## config.mk

```make
export PLATFORM = sky130hd
export DESIGN_NAME = hsl_bank
export DESIGN_NICKNAME = d
export VERILOG_FILES = /design/src/rtl/hsl_pkg.sv /design/src/rtl/hsl_port_decode.sv /design/src/rtl/hsl_lock_cell.sv /design/src/rtl/hsl_port_resp.sv /design/src/rtl/hsl_bank.sv
export SDC_FILE = /design/constraint.sdc
export NUM_CORES = 1
export LEC_CHECK = 0
export ABC_AREA = 1
export BUFFER_PORTS_ARGS = -buffer_cell sky130_fd_sc_hd__buf_2
export CELL_PAD_IN_SITES_DETAIL_PLACEMENT = 1
export CELL_PAD_IN_SITES_GLOBAL_PLACEMENT = 1
export CORE_MARGIN = 1
export CORE_UTILIZATION = 25
export CTS_CLUSTER_SIZE = 10
export DETAILED_ROUTE_END_ITERATION = 8
export PLACE_DENSITY_LB_ADDON = 0.1
export SLEW_MARGIN = 20
export SYNTH_ARGS = -nofsm -noshare
export SYNTH_HDL_FRONTEND = slang
export SYNTH_SLANG_ARGS = --single-unit
```

## constraint.sdc

```tcl
create_clock -name clk -period 2.1 [get_ports clk]
set_clock_uncertainty 0.15 [all_clocks]
set_input_delay 0.105 -clock clk [delete_from_list [all_inputs] [get_ports clk]]
set_output_delay 0.105 -clock clk [all_outputs]
set_load 0.01 [all_outputs]
```

## src/rtl/hsl_pkg.sv

```systemverilog
package hsl_pkg;

    typedef enum logic {
        LK_FREE = 1'b0,
        LK_HELD = 1'b1
    } lock_state_e;

    localparam int LOCK_BASE  = 'h800;
    localparam int STATUS_OFS = 'h014;
    localparam int COUNT_LSB  = 24;

    function automatic logic [31:0] status_word(input int n_locks);
        logic [31:0] w;
        w = '0;
        w[COUNT_LSB +: 4] = 4'(n_locks / 32);
        return w;
    endfunction

endpackage

```

## src/rtl/hsl_port_decode.sv

```systemverilog
module hsl_port_decode
    import hsl_pkg::*;
#(
    parameter int ADDR_W    = 12,
    parameter int NUM_LOCKS = 64,
    localparam int IDX_W    = $clog2(NUM_LOCKS)
) (
    input  logic [ADDR_W-1:0] addr,
    output logic              is_lock,
    output logic              is_status,
    output logic [IDX_W-1:0]  idx
);
    localparam int WIN_END = LOCK_BASE + 4 * NUM_LOCKS;

    logic [31:0] a32;
    logic [31:0] ofs;

    always_comb begin
        a32       = 32'(addr);
        ofs       = a32 - 32'(LOCK_BASE);
        is_lock   = (a32 >= 32'(LOCK_BASE)) && (a32 < 32'(WIN_END)) && (addr[1:0] == 2'b00);
        is_status = (a32 == 32'(STATUS_OFS));
        idx       = IDX_W'(ofs >> 2);
    end

endmodule

```

## src/rtl/hsl_lock_cell.sv

```systemverilog
module hsl_lock_cell
    import hsl_pkg::*;
(
    input  logic clk,
    input  logic rst_n,
    input  logic take,
    input  logic rel,
    output logic held
);
    lock_state_e st, st_nx;

    always_ff @(posedge clk) begin
        if (!rst_n) st <= LK_FREE;
        else        st <= st_nx;
    end

    always_comb begin
        st_nx = st;
        unique case (st)
            LK_FREE: if (take) st_nx = LK_HELD;   // ACQUIRE
            LK_HELD: if (rel)  st_nx = LK_FREE;   // RELEASE
            default: st_nx = LK_FREE;
        endcase
    end

    always_comb held = (st == LK_HELD);

endmodule

```

## src/rtl/hsl_port_resp.sv

```systemverilog
module hsl_port_resp (
    input  logic        clk,
    input  logic        rst_n,
    input  logic        rd,
    input  logic        is_lock,
    input  logic        is_status,
    input  logic        granted,
    input  logic [31:0] status_word,
    output logic [31:0] rdata
);
    logic [31:0] rdata_nx;

    always_comb begin
        rdata_nx = '0;
        if (rd) begin
            if (is_lock)        rdata_nx = granted ? 32'd0 : 32'd1;
            else if (is_status) rdata_nx = status_word;
        end
    end

    always_ff @(posedge clk) begin
        if (!rst_n) rdata <= '0;
        else        rdata <= rdata_nx;
    end

endmodule

```

## src/rtl/hsl_bank.sv

```systemverilog
module hsl_bank
    import hsl_pkg::*;
#(
    parameter int NUM_LOCKS = 64,
    parameter int NPORTS    = 2,
    parameter int ADDR_W    = 12
) (
    input  logic                           clk,
    input  logic                           rst_n,
    input  logic [NPORTS-1:0][ADDR_W-1:0]  bus_addr,
    input  logic [NPORTS-1:0]              bus_rd,
    input  logic [NPORTS-1:0]              bus_wr,
    input  logic [NPORTS-1:0][31:0]        bus_wdata,
    output logic [NPORTS-1:0][31:0]        bus_rdata
);
    localparam int          IDX_W  = $clog2(NUM_LOCKS);
    localparam logic [31:0] STATUS = status_word(NUM_LOCKS);

    logic [NPORTS-1:0]    is_lock;
    logic [NPORTS-1:0]    is_status;
    logic [IDX_W-1:0]     idx [NPORTS];
    logic [NPORTS-1:0]    granted;
    logic [NUM_LOCKS-1:0] take_v;
    logic [NUM_LOCKS-1:0] rel_v;
    logic [NUM_LOCKS-1:0] lock_held;

    for (genvar p = 0; p < NPORTS; p++) begin : g_port
        hsl_port_decode #(.ADDR_W(ADDR_W), .NUM_LOCKS(NUM_LOCKS)) dec_i (
            .addr      (bus_addr[p]),
            .is_lock   (is_lock[p]),
            .is_status (is_status[p]),
            .idx       (idx[p])
        );

        hsl_port_resp resp_i (
            .clk         (clk),
            .rst_n       (rst_n),
            .rd          (bus_rd[p]),
            .is_lock     (is_lock[p]),
            .is_status   (is_status[p]),
            .granted     (granted[p]),
            .status_word (STATUS),
            .rdata       (bus_rdata[p])
        );
    end

    // Per-lock requests gathered from all ports; a read outranks a write on the same port.
    always_comb begin
        take_v = '0;
        rel_v  = '0;
        for (int p = 0; p < NPORTS; p++) begin
            if (bus_rd[p] && is_lock[p])
                take_v[idx[p]] = 1'b1;
            if (bus_wr[p] && !bus_rd[p] && is_lock[p] && (bus_wdata[p] == 32'd0))
                rel_v[idx[p]] = 1'b1;
        end
    end

    // Fixed priority: a lower port reading the same lock in this cycle wins.
    always_comb begin
        for (int p = 0; p < NPORTS; p++) begin
            granted[p] = !lock_held[idx[p]];
            for (int q = 0; q < p; q++) begin
                if (bus_rd[q] && is_lock[q] && (idx[q] == idx[p]))
                    granted[p] = 1'b0;
            end
        end
    end

    for (genvar i = 0; i < NUM_LOCKS; i++) begin : g_lock
        hsl_lock_cell cell_i (
            .clk   (clk),
            .rst_n (rst_n),
            .take  (take_v[i]),
            .rel   (rel_v[i]),
            .held  (lock_held[i])
        );
    end

endmodule

```

## Word-level counts from Yosys, hierarchy flattened

Index checks and enable logic that the tools add are counted.

| storage, ports and cells | value |
|---|---|
| flip-flop bits (word level) | 128 |
| input bits | 94 |
| logic and storage cells | 380 |

| operators by class | value |
|---|---|
| add/subtract/negate cells | 2 |
| magnitude comparators | 8 |
| eq/ne operators | 3 |
| muxes and demuxes | 211 |
| bitwise logic cells | 66 |
| reductions and logical operators | 24 |

Operator list:

| kind | count |
|---|---|
| 2-to-1 mux 64 bit | 4 |
| 2-to-1 mux 1 bit | 135 |
| OR 64 bit | 2 |
| case mux 1 bit (2 select lines) | 64 |
| zero test 32 bit | 2 |
| 2-to-1 mux 32 bit | 2 |
| NOT 1 bit | 64 |
| 2-to-1 mux 26 bit | 2 |
| == test 12 x 5 -> 1 bit, second input constant | 2 |
| >= comparator 12 bit, second input constant | 2 |
| less-than comparator 12 bit, second input constant | 2 |
| subtractor 8 x 1 -> 8 bit, second input constant | 2 |
| logical AND 1 bit | 15 |
| less-than comparator 6 x 7 -> 1 bit, second input constant | 2 |
| binary-select mux 1 bit (select 6 bit) | 2 |
| demux 1 bit (select 6 bit) | 2 |
| >= comparator 6 x 1 -> 1 bit, second input constant | 2 |
| == test 6 bit | 1 |
| zero test 2 bit | 2 |
| AND reduction 2 bit | 2 |
| zero test 1 bit | 3 |

## Longest topological paths before layout

Gate-level depths: netlist of the first run.

| depth | value |
|---|---|
| word-level depth | 10 |
| gate-level depth with buffers | 13 |
| depth with buffers taken out | 11 |

## By module

Synthesis of the first run repeated with hierarchy kept, for this count alone.

| second synthesis, totals | value |
|---|---|
| cells, all modules | 1,509 |
| area total of the unflattened synthesis | 9,126.3 um^2 |

By module, submodules not included:

| module | times used | cells an instance | area an instance (um^2) |
|---|---|---|---|
| hsl_bank | 1 | 921 | 4,111.4 |
| hsl_lock_cell | 64 | 5 | 37.5 |
| hsl_port_resp | 2 | 110 | 1,192.4 |
| hsl_port_decode | 2 | 24 | 113.9 |

## Worst setup path after synthesis of the first run

OpenSTA, ideal clock, no wires.

| timing | value |
|---|---|
| path type | in2reg |
| start point | input port bus_addr[9] (netlist bit) |
| end point | register g_lock[0].cell_i.st |
| library setup time | 0.132 ns |
| arrival | 1.207 ns |
| required time | 1.818 ns |
| slack | 0.610 ns |
| stages on the path | 9 |
| buffers on the path | 1 |
| cell sequence | nor2_1 > nand2_1 > nor2_1 > nand2_1 > nor2_2 > clkbuf_1 > nand3_1 > nand3_1 > a21oi_1 |

| on the way | value |
|---|---|
| word-level cells in the longest chain between the ends | 10 |
| elaborated cells on any way between the ends | 16 |
| classes of those cells | order compare (2); mux (7); bitwise (2); reduce/logical (5) |

Ends and longest elaborated chain:

| item | line | RTL |
|---|---|---|
| start: declaration | hsl_bank.sv:10 | `input logic [NPORTS-1:0][ADDR_W-1:0] bus_addr,` |
| >= comparator 12 bit or less-than comparator 12 bit (tied branches) | hsl_port_decode.sv:21 | `is_lock = (a32 >= 32'(LOCK_BASE)) && (a32 < 32'(WIN_END)) && (addr[1:0] == 2'b00);` |
| logical AND 1 bit (*) (2 in series) | hsl_port_decode.sv:21 |  |
| logical AND 1 bit (2 in series) | hsl_bank.sv:54 | `if (bus_wr[p] && !bus_rd[p] && is_lock[p] && (bus_wdata[p] == 32'd0))` |
| 2-to-1 mux 64 bit | hsl_bank.sv:54 |  |
| OR 64 bit (no line) | -- |  |
| 2-to-1 mux 64 bit | hsl_bank.sv:54 |  |
| 2-to-1 mux 1 bit | hsl_lock_cell.sv:21 | `LK_HELD: if (rel) st_nx = LK_FREE;` |
| case mux 1 bit (2 select lines) (*) | hsl_lock_cell.sv:19 | `unique case (st)` |
| end signal: assignment | hsl_lock_cell.sv:14 | `else st <= st_nx;` |
| end: declaration | hsl_lock_cell.sv:10 | `lock_state_e st, st_nx;` |

Mark *: on every way between the ends. The rest lies on a longest branch, timed or not.
A chain may end at the register's enable or synchronous reset.

## Worst setup path after layout of the first run

| timing | value |
|---|---|
| start point | input port rst_n |
| end point | register g_port[0].resp_i.rdata[25] |

| on the way | value |
|---|---|
| word-level cells in the longest chain between the ends | 1 |

Ends and longest elaborated chain:

| item | line | RTL |
|---|---|---|
| start: declaration | hsl_bank.sv:9 | `input logic rst_n,` |
| AND reduction 2 bit (no line) | -- |  |
| end signal: assignment | hsl_port_resp.sv:23 | `else rdata <= rdata_nx;` |
| end: declaration | hsl_port_resp.sv:9 | `output logic [31:0] rdata` |

Every way passes these cells.

==> impl_metrics.tcl, run 1 <==
set metrics [dict create \
    status "completed" \
    slowest_delay_ps 560 \
    gr-max-usage-layer "met2" \
    grt_pass1_vias 8997 \
    viasPerCell 4.98 \
    fin_ws_ps 109 \
    finalCoreUtilization_pct 30.3 \
    root_buffer "clkbuf_16" \
    drive_above_1_share_pct 13.6 \
    die_h_um 172 \
    syn-cell-area_um2 7210 \
    crit_type "primary input to flip-flop" \
    cts_resized 0 \
    ys_warn_count 0 \
    routedWlPerCell_um 19.0 \
    setup_viol 0 \
    p_per_area_nw_per_um2 436 \
    period_share_pct 94.8 \
    first_pass_iters 5 \
    finalHoldViolCount 0 \
    cts.htree.levels 3 \
    cpMaxStageDelayCell "dlygate4sd3_1" \
    p_leak_nw 3.27 \
    antenna_found_initial 0 \
    grt_overflow 0 \
    cts.sinks 68 \
    p_switching_w 0.00116 \
    syn_to_final_growth_pct 17.9 \
    cts_buffer_depth 2 \
    syn_avg_cell_area_um2 5.39 \
    vdd_drop_max_uv 275 \
    cp_common_cell "dlygate4sd3_1" \
    cts_buffers 9 \
    globalplace.congestion 0.827 \
    ys_seq_area_share_pct 18.9 \
    drt-initial-drc-count 502 \
    drt_wl_total_um 34300 \
    synth_cells 1337 \
    final_common_cell "nand2_1" \
    rsz0062_at_grt "false" \
    crit_fanout 4 \
    fmax_mhz 502 \
    drc 0 \
    power.internal_w 0.00254 \
    p_clk_share_pct 48.1 \
    p_comb_share_pct 17.1 \
    start_util_pct 25.7 \
    grt_use_met2_pct 41.2 \
    grt_first_pass_wirelength_um 52700 \
    min_path_cells 4 \
    die_w_um 172 \
    gr-usage-met3_pct 2.85 \
    port_buffers 97 \
    fin_setup_tns_ps 0 \
    worst_r2r_path_depth 8 \
    slew_viol_final 0 \
    period_needed_ps 1990 \
    cts_tree "yes" \
    grt_max_degree 66 \
    cp-start-kind "primary input" \
    use_met1_pct 31.1 \
    fin_nets 1513 \
    max_cap_viol_count 0 \
    grt_usage_pct 23.9 \
    clk_pin_slew_ps 70 \
    mostFrequentLayoutCells "nand2_1, nand3_1, nor2_1" \
    std_cell_rows 61 \
    drtAntennaViolNets 0 \
    ios 158 \
    dieArea_um2 29500 \
    relSlewSlack_pct 60.9 \
    ys_types 28 \
    worstHoldPathType "primary input to flip-flop" \
    endpoint_kind "flip-flop" \
    vias 8974 \
    worstSkewPairLatency_ps 360 \
    seq_power_share_pct 34.8 \
    num_antenna_cells 0 \
    crit_path_cell_trace "dlygate4sd3_1, buf_2, nand4_1, dlygate4sd3_1, nor3_1, dlygate4sd3_1" \
    core_area_um2 28100 \
    yosys_register_bits 68 \
    dpl_worst_slack_ps 25.7 \
    hpwl_um 22200 \
    arrival_ps 2140 \
    cp.required_ps 2250 \
    tightest_slew_ps 585 \
    swShare_pct 31.4 \
]
## repair_timing
item,CTS,global route
endpoints found under the setup margin,0,10
buffers inserted,0,1
hold buffers,6,0
endpoints found under the hold margin,3,0
## power groups by stage
stage | Combinational (W) | Sequential [W] | Clock, W
2_1_floorplan | 0.000399 | 0.00132 | 0
3_3_place_gp | 0.000623 | 0.00132 | 0
3_5_place_dp | 0.000624 | 0.00132 | 0
4_1_cts | 0.000631 | 0.00129 | 0.00183
5_1_grt | 0.000691 | 0.00129 | 0.00186
6_report | 0.000635 | 0.00129 | 0.00178
## flip-flops by register name (all words and copies together), names as in the netlist
register             flops
g_lock.cell_i.held      64
g_port.resp_i.rdata      4
## cell type report
type	count	area, um2
fill	3822	19600
multi-input combinational	1082	4870
sequential	68	1360
timing repair buffer	159	1100
tap	378	473
inverter	99	372
clock buffer	12	246
clock inverter	4	72.6
## synthesized netlist by cell type
| master | instances | share of area [%] |
|---|---|---|
| dfxtp_1 | 68 | 19 |
| clkinv_1 | 2 | 0.10 |
| o211ai_1 | 4 | 0.42 |
| nand2_2 | 1 | 0.087 |
| nor3_1 | 6 | 0.42 |
| o21ai_0 | 26 | 1.8 |
| a21oi_1 | 64 | 4.4 |
| buf_6 | 5 | 0.78 |
| clkbuf_1 | 48 | 2.5 |
| nand2_4 | 3 | 0.47 |
| or3_1 | 1 | 0.087 |
| nor2_4 | 2 | 0.31 |
| o31ai_2 | 2 | 0.35 |
| conb_1 | 1 | 0.052 |
| inv_1 | 89 | 4.6 |
| nor2_1 | 182 | 9.5 |
| nand4_1 | 8 | 0.69 |
| nand2_1 | 422 | 22 |
| nand3_1 | 231 | 16 |
| nor2_8 | 1 | 0.28 |
| buf_2 | 33 | 2.3 |
| inv_2 | 8 | 0.42 |
| o31ai_1 | 61 | 6.4 |
| a21oi_2 | 2 | 0.24 |
| o21bai_1 | 2 | 0.21 |
| buf_4 | 61 | 6.4 |
| nor4_1 | 1 | 0.087 |
| nor2_2 | 3 | 0.26 |
## routing by layer
metal	vias to the layer above	part of all wire [%]	routed length, um
met3	32	4.6	1590
met2	251	46	15900
met5	-	0	0
met1	4310	47	16200
met4	0	1.9	664
li1	4381	-	-
## worst paths after layout
check                          from                    endpoint  slack (ps)
max                           rst_n  g_port[0].resp_i.rdata[25]         110
min reg2reg  g_lock[46].cell_i.held      g_lock[46].cell_i.held         330
max reg2reg  g_lock[27].cell_i.held   g_port[1].resp_i.rdata[0]         440
min                       bus_rd[1]   g_port[1].resp_i.rdata[0]          70
## stage by stage
stage          instance area (um2)  hold WS (ps)  instances  total power, W
2_1_floorplan                 7430          31.1       1396         0.00172
3_3_place_gp                  8110           142       1779         0.00194
3_5_place_dp                  8110           144       1779         0.00194
4_1_cts                       8490          64.6       1801         0.00375
5_1_grt                       8500          81.4       1802         0.00384
6_report                      8500          68.1       1802         0.00371
## critical path, delay by kind of cell
family	cells	cell delay (ps)
buffers and inverters	4	1790
AND/OR/NAND/NOR	2	240
## cell families after synthesis
group	Yosys count	share of synthesized area, %
AND/OR/NAND/NOR	861	50.2
buffers and inverters	246	17.1
AO/OA/AOI/OAI	161	13.8
flip-flops	68	18.9
other	1	0.0520
(Power assumes the default switching activity.)
==> run 2, diff against run 1 <==
BUFFER_PORTS_ARGS = -buffer_cell sky130_fd_sc_hd__buf_4   (was -buffer_cell sky130_fd_sc_hd__buf_2)
CTS_BUF_LIST = sky130_fd_sc_hd__clkbuf_4 sky130_fd_sc_hd__clkbuf_8   (was unset)
==> run 2 against run 1 <==
Net effect:
- sequential share of layout area is 0.38 points lower
- critical path depth is 5 higher
- design area is 2.5% higher
- critical path type unchanged
- highest routed layer unchanged
==> impl_metrics.tcl, run 2 (same netlist as run 1, synthesis figures left out) <==
set metrics [dict create \
    cp-start-kind "primary input" \
    slew_viol_final 0 \
    grt_overflow 0 \
    cts.htree.levels 3 \
    setup_viol 0 \
    cts_setup_buffers 0 \
    p_leak_nw 3.33 \
    first_pass_iters 4 \
    drc 0 \
    final_common_cell "nand2_1" \
    worst_r2r_path_depth 10 \
    cts_buffer_depth 2 \
    viasPerCell 4.97 \
    std_cell_rows 61 \
    start_util_pct 25.7 \
    cts_tree "yes" \
    crit_type "primary input to flip-flop" \
    drt-initial-drc-count 550 \
    grt_pass1_vias 9097 \
    rsz0062_at_grt "false" \
    hpwl_um 22300 \
    core_area_um2 28100 \
    period_share_pct 93.2 \
    status "completed" \
    fin_ws_ps 142 \
    max_cap_viol_count 0 \
    cp.required_ps 2210 \
    gr-usage-met3_pct 2.72 \
    antenna_found_initial 1 \
    drtAntennaViolNets 0 \
    clk_pin_slew_ps 80 \
    fmax_mhz 511 \
    globalplace.congestion 0.822 \
    cp-startpoint "bus_addr[8]" \
    arrival_ps 2070 \
    cts_buffers 9 \
    gr-max-usage-layer "met2" \
    dieArea_um2 29500 \
    endpoint "g_lock[55].cell_i.held" \
    worstSkewPairLatency_ps 390 \
    grt_use_met2_pct 41.8 \
    mostFrequentLayoutCells "nand2_1, nand3_1, nor2_1" \
    dpl_worst_slack_ps 245 \
    fin_setup_tns_ps 0 \
    endpoint_kind "flip-flop" \
    n_fill_cell 3845 \
    finalHoldViolCount 0 \
    vias 8971 \
    routedWlPerCell_um 19.5 \
    largest_reg_flops 64 \
    relSlewSlack_pct 63.9 \
    drt_wl_total_um 35200 \
    period_needed_ps 1960 \
    crit-reg2reg-launch "g_lock[51].cell_i.held" \
    worstHoldPathType "primary input to flip-flop" \
    num_antenna_cells 0 \
    tightest_slew_ps 541 \
    die_h_um 172 \
    use_met1_pct 31.2 \
    syn_to_final_growth_pct 20.8 \
    port_buffers 97 \
    fin_nets 1518 \
    holdWs_ps 44.9 \
    crit_fanout 32 \
    drive_above_1_share_pct 13.7 \
    holdCritStartpoint "bus_rd[1]" \
    r2r_slack_ps 540 \
    die_w_um 172 \
    root_buffer "clkbuf_8" \
    cts.sinks 68 \
    grt_max_degree 66 \
    ios 158 \
    vdd_drop_max_uv 187 \
    grt_usage_pct 24.2 \
    p_per_area_nw_per_um2 377 \
    grt_first_pass_wirelength_um 53400 \
    r2r-end "g_port[1].resp_i.rdata[0]" \
]
run 2: cell types whose count changed in the layout (fill, tap and decap cells not counted), sizes merged:
cell	previous run	this run
buf	153	154
clkbuf	12	15
bufinv	2	1
clkinvlp	1	0
clkinv	3	2
dlygate4sd3	6	9
run 2: report_power, final:
group | internal [W] | switching [W] | total, W
logic | 0.000236 | 0.000463 | 0.000700
clock network | 0.000669 | 0.000623 | 0.00129
registers | 0.00129 | 0.000000444 | 0.00129
run 2: worst min path at each step:
stage	to	slack [ps]	cells after the start
global placement	g_port[1].resp_i.rdata[25]	130	2
detailed placement	g_port[1].resp_i.rdata[25]	140	2
floorplan	g_port[1].resp_i.rdata[25]	30	1
CTS	g_port[1].resp_i.rdata[0]	40	4
finish	g_port[1].resp_i.rdata[0]	40	4
global route	g_port[1].resp_i.rdata[0]	50	4
run 2: repair_timing:
item | in CTS | in global routing
endpoints found under the setup margin | 0 | 2
gates resized for setup | 0 | 0
hold buffers | 9 | 0
hold endpoints to repair | 3 | 0
run 2: cell type report:
class | instances | area, um2 | area share, %
inverters | 99 | 372 | 4.27
well taps | 378 | 473 | 5.43
flip-flops and latches | 68 | 1360 | 15.6
clock buffers | 14 | 180 | 2.07
repair buffers | 164 | 1420 | 16.3
clock inverters | 1 | 30.0 | 0.345
multi-input cells | 1082 | 4870 | 55.9
run 2: metal layers:
| metal | routed length [um] | vias up |
|---|---|---|
| li1 | - | 4383 |
| met1 | 16400 | 4321 |
| met3 | 1590 | 36 |
| met5 | 0 | - |
| met2 | 16500 | 231 |
| met4 | 723 | 0 |
run 2: per-stage QoR:
stage               std cells  area, um2  total power, W  utilization [%]
CTS                      1805       8680         0.00332             30.9
global route             1806       8710         0.00340             31.0
floorplan                1396       7430         0.00172                -
finish                   1806       8710         0.00328             31.0
global placement         1781       8380         0.00200             29.8
detailed placement       1781       8380         0.00200             29.8
run 2: critical path, stage by stage:
cell and delay [ps]:
dlygate4sd3_1 540, buf_4 130, nor2_1 70, nand2_1 110, nor2_1 190, nand2_1 120, nor2_4 220, clkbuf_16 290
nand3_1 110, nand3_1 100, a21oi_1 60
==> run 3, diff against run 2 <==
PLACE_DENSITY = 0.67   (was unset)
PLACE_DENSITY_LB_ADDON = unset   (was 0.1)
==> run 3 against run 2 <==
Net effect:
- setup slack better by 19 ps
- first-iteration DRC count is 16% higher
- cell count is 0.33% lower
- power down 2.9%
- fmax increased by 0.97%
- global-route usage shrank 1.5 points
- sequential cell count unchanged
==> impl_metrics.tcl, run 3 (same netlist as run 1, synthesis figures left out) <==
set metrics [dict create \
    status "completed" \
    vdd_drop_max_uv 238 \
    n_fill_cell 3825 \
    gr-usage-met3_pct 4.03 \
    tightest_slew_ps 622 \
    grt_overflow 0 \
    fmax_mhz 516 \
    cts_resized 0 \
    dieArea_um2 29500 \
    ios 158 \
    std_cell_rows 61 \
    crit_type "primary input to flip-flop" \
    grt_max_degree 66 \
    largest_reg_flops 64 \
    cts_tree "yes" \
    mostFrequentLayoutCells "nand2_1, nand3_1, nor2_1" \
    max_cap_viol_count 0 \
    core_area_um2 28100 \
    relSlewSlack_pct 58.4 \
    routedWlPerCell_um 18.2 \
    final_common_cell "nand2_1" \
    use_met1_pct 29.0 \
    arrival_ps 2060 \
    cts_buffers 9 \
    grt_pass1_vias 9204 \
    rsz0062_at_grt "false" \
    cts_buffer_depth 2 \
    crit_fanout 64 \
    globalplace.congestion 0.859 \
    fin_setup_tns_ps 0 \
    setup_viol 0 \
    cts.htree.levels 3 \
    gr-max-usage-layer "met2" \
    p_leak_nw 3.29 \
    layout.cells.non_filler 1800 \
    die_h_um 172 \
    drtAntennaViolNets 0 \
    syn_to_final_growth_pct 19.8 \
    antenna_found_initial 0 \
    port_buffers 97 \
    multi_input_area_um2 4870 \
    grt_use_met2_pct 37.4 \
    cp-start-kind "primary input" \
    period_needed_ps 1940 \
    first_pass_iters 5 \
    drc 0 \
    p_per_area_nw_per_um2 369 \
    holdWs_ps 54.6 \
    fin_ws_ps 161 \
    dpl_worst_slack_ps 311 \
    hpwl_um 21800 \
    viasPerCell 5.13 \
    root_buffer "clkbuf_8" \
    seqCellArea_um2 1360 \
    cp.required_ps 2220 \
    vias 9231 \
    cts.sinks 68 \
    worstHoldPathType "primary input to flip-flop" \
    worstSkewPairLatency_ps 390 \
    num_antenna_cells 0 \
    slew_viol_final 0 \
    grt_usage_pct 22.7 \
    start_util_pct 25.7 \
    drive_above_1_share_pct 13.4 \
    drt-initial-drc-count 637 \
    fin_nets 1513 \
    endpoint_kind "flip-flop" \
    clk_pin_slew_ps 90 \
    finalHoldViolCount 0 \
    die_w_um 172 \
    period_share_pct 92.3 \
    drt_wl_total_um 32700 \
    finalCoreUtilization_pct 30.7 \
    placedCellCount 1778 \
    grt_first_pass_wirelength_um 51200 \
]
==> run 3: cell count changes in the layout (fill, tap and decap cells not counted) <==
cell | before | now
buf_4 | 142 | 139
clkbuf_16 | 1 | 0
clkbuf_4 | 2 | 1
clkbuf_8 | 12 | 11
clkinv_2 | 0 | 1
dlygate4sd3_1 | 9 | 8
==> run 3: timing repair <==
action                     in CTS  in global routing
setup endpoints to repair       0                  1
hold endpoints to repair        3                  0
hold buffers                    9                  0
setup buffers                   0                  0
==> run 3: area by class of cell <==
class	instances	share of cell area (%)
multi-input combinational	1082	56.4
tap	378	5.48
timing repair buffer	159	15.8
clock inverter	2	0.406
sequential	68	15.8
clock buffer	12	1.84
inverter	99	4.30
==> run 3: power by group <==
part           total [W]  internal [W]  switching (W)
clock            0.00123      0.000614       0.000615
combinational   0.000667      0.000224       0.000443
sequential       0.00129       0.00129    0.000000457
==> run 3: layer usage <==
| metal | share of wire [%] | wire length [um] | vias up |
|---|---|---|---|
| met3 | 7.8 | 2540 | 55 |
| met1 | 44 | 14400 | 4451 |
| met2 | 45 | 14800 | 339 |
| met5 | 0 | 0 | - |
| met4 | 3.0 | 967 | 0 |
| li1 | - | - | 4386 |
==> run 3: through the flow <==
step                      instance area, um2  total power (W)
after global routing                    8630          0.00332
after floorplan                         7430          0.00172
after global placement                  8360          0.00196
after detailed placement                8360          0.00197
after CTS                               8640          0.00320
final                                   8630          0.00318
==> run 3: path summary, 6_finish.rpt <==
| path | startpoint | end | slack (ps) | depth (start not counted) |
|---|---|---|---|---|
| worst max-delay path | bus_addr[1] | g_lock[18].cell_i.held | 160 | 11 |
| worst min-delay path | bus_rd[1] | g_port[1].resp_i.rdata[0] | 50 | 4 |
| worst max register to register | g_lock[24].cell_i.held | g_port[0].resp_i.rdata[0] | 560 | 10 |
| worst min register to register | g_lock[42].cell_i.held | g_lock[42].cell_i.held | 330 | 2 |
==> run 3: critical path: stages <==
cell           delay, ps
dlygate4sd3_1        540
buf_4                130
nor2_1                90
nand2_1              100
nor2_1               150
nand2_1              110
nor2_4               130
buf_12               320
nand3_1              130
nand3_1              130
a21oi_1               90
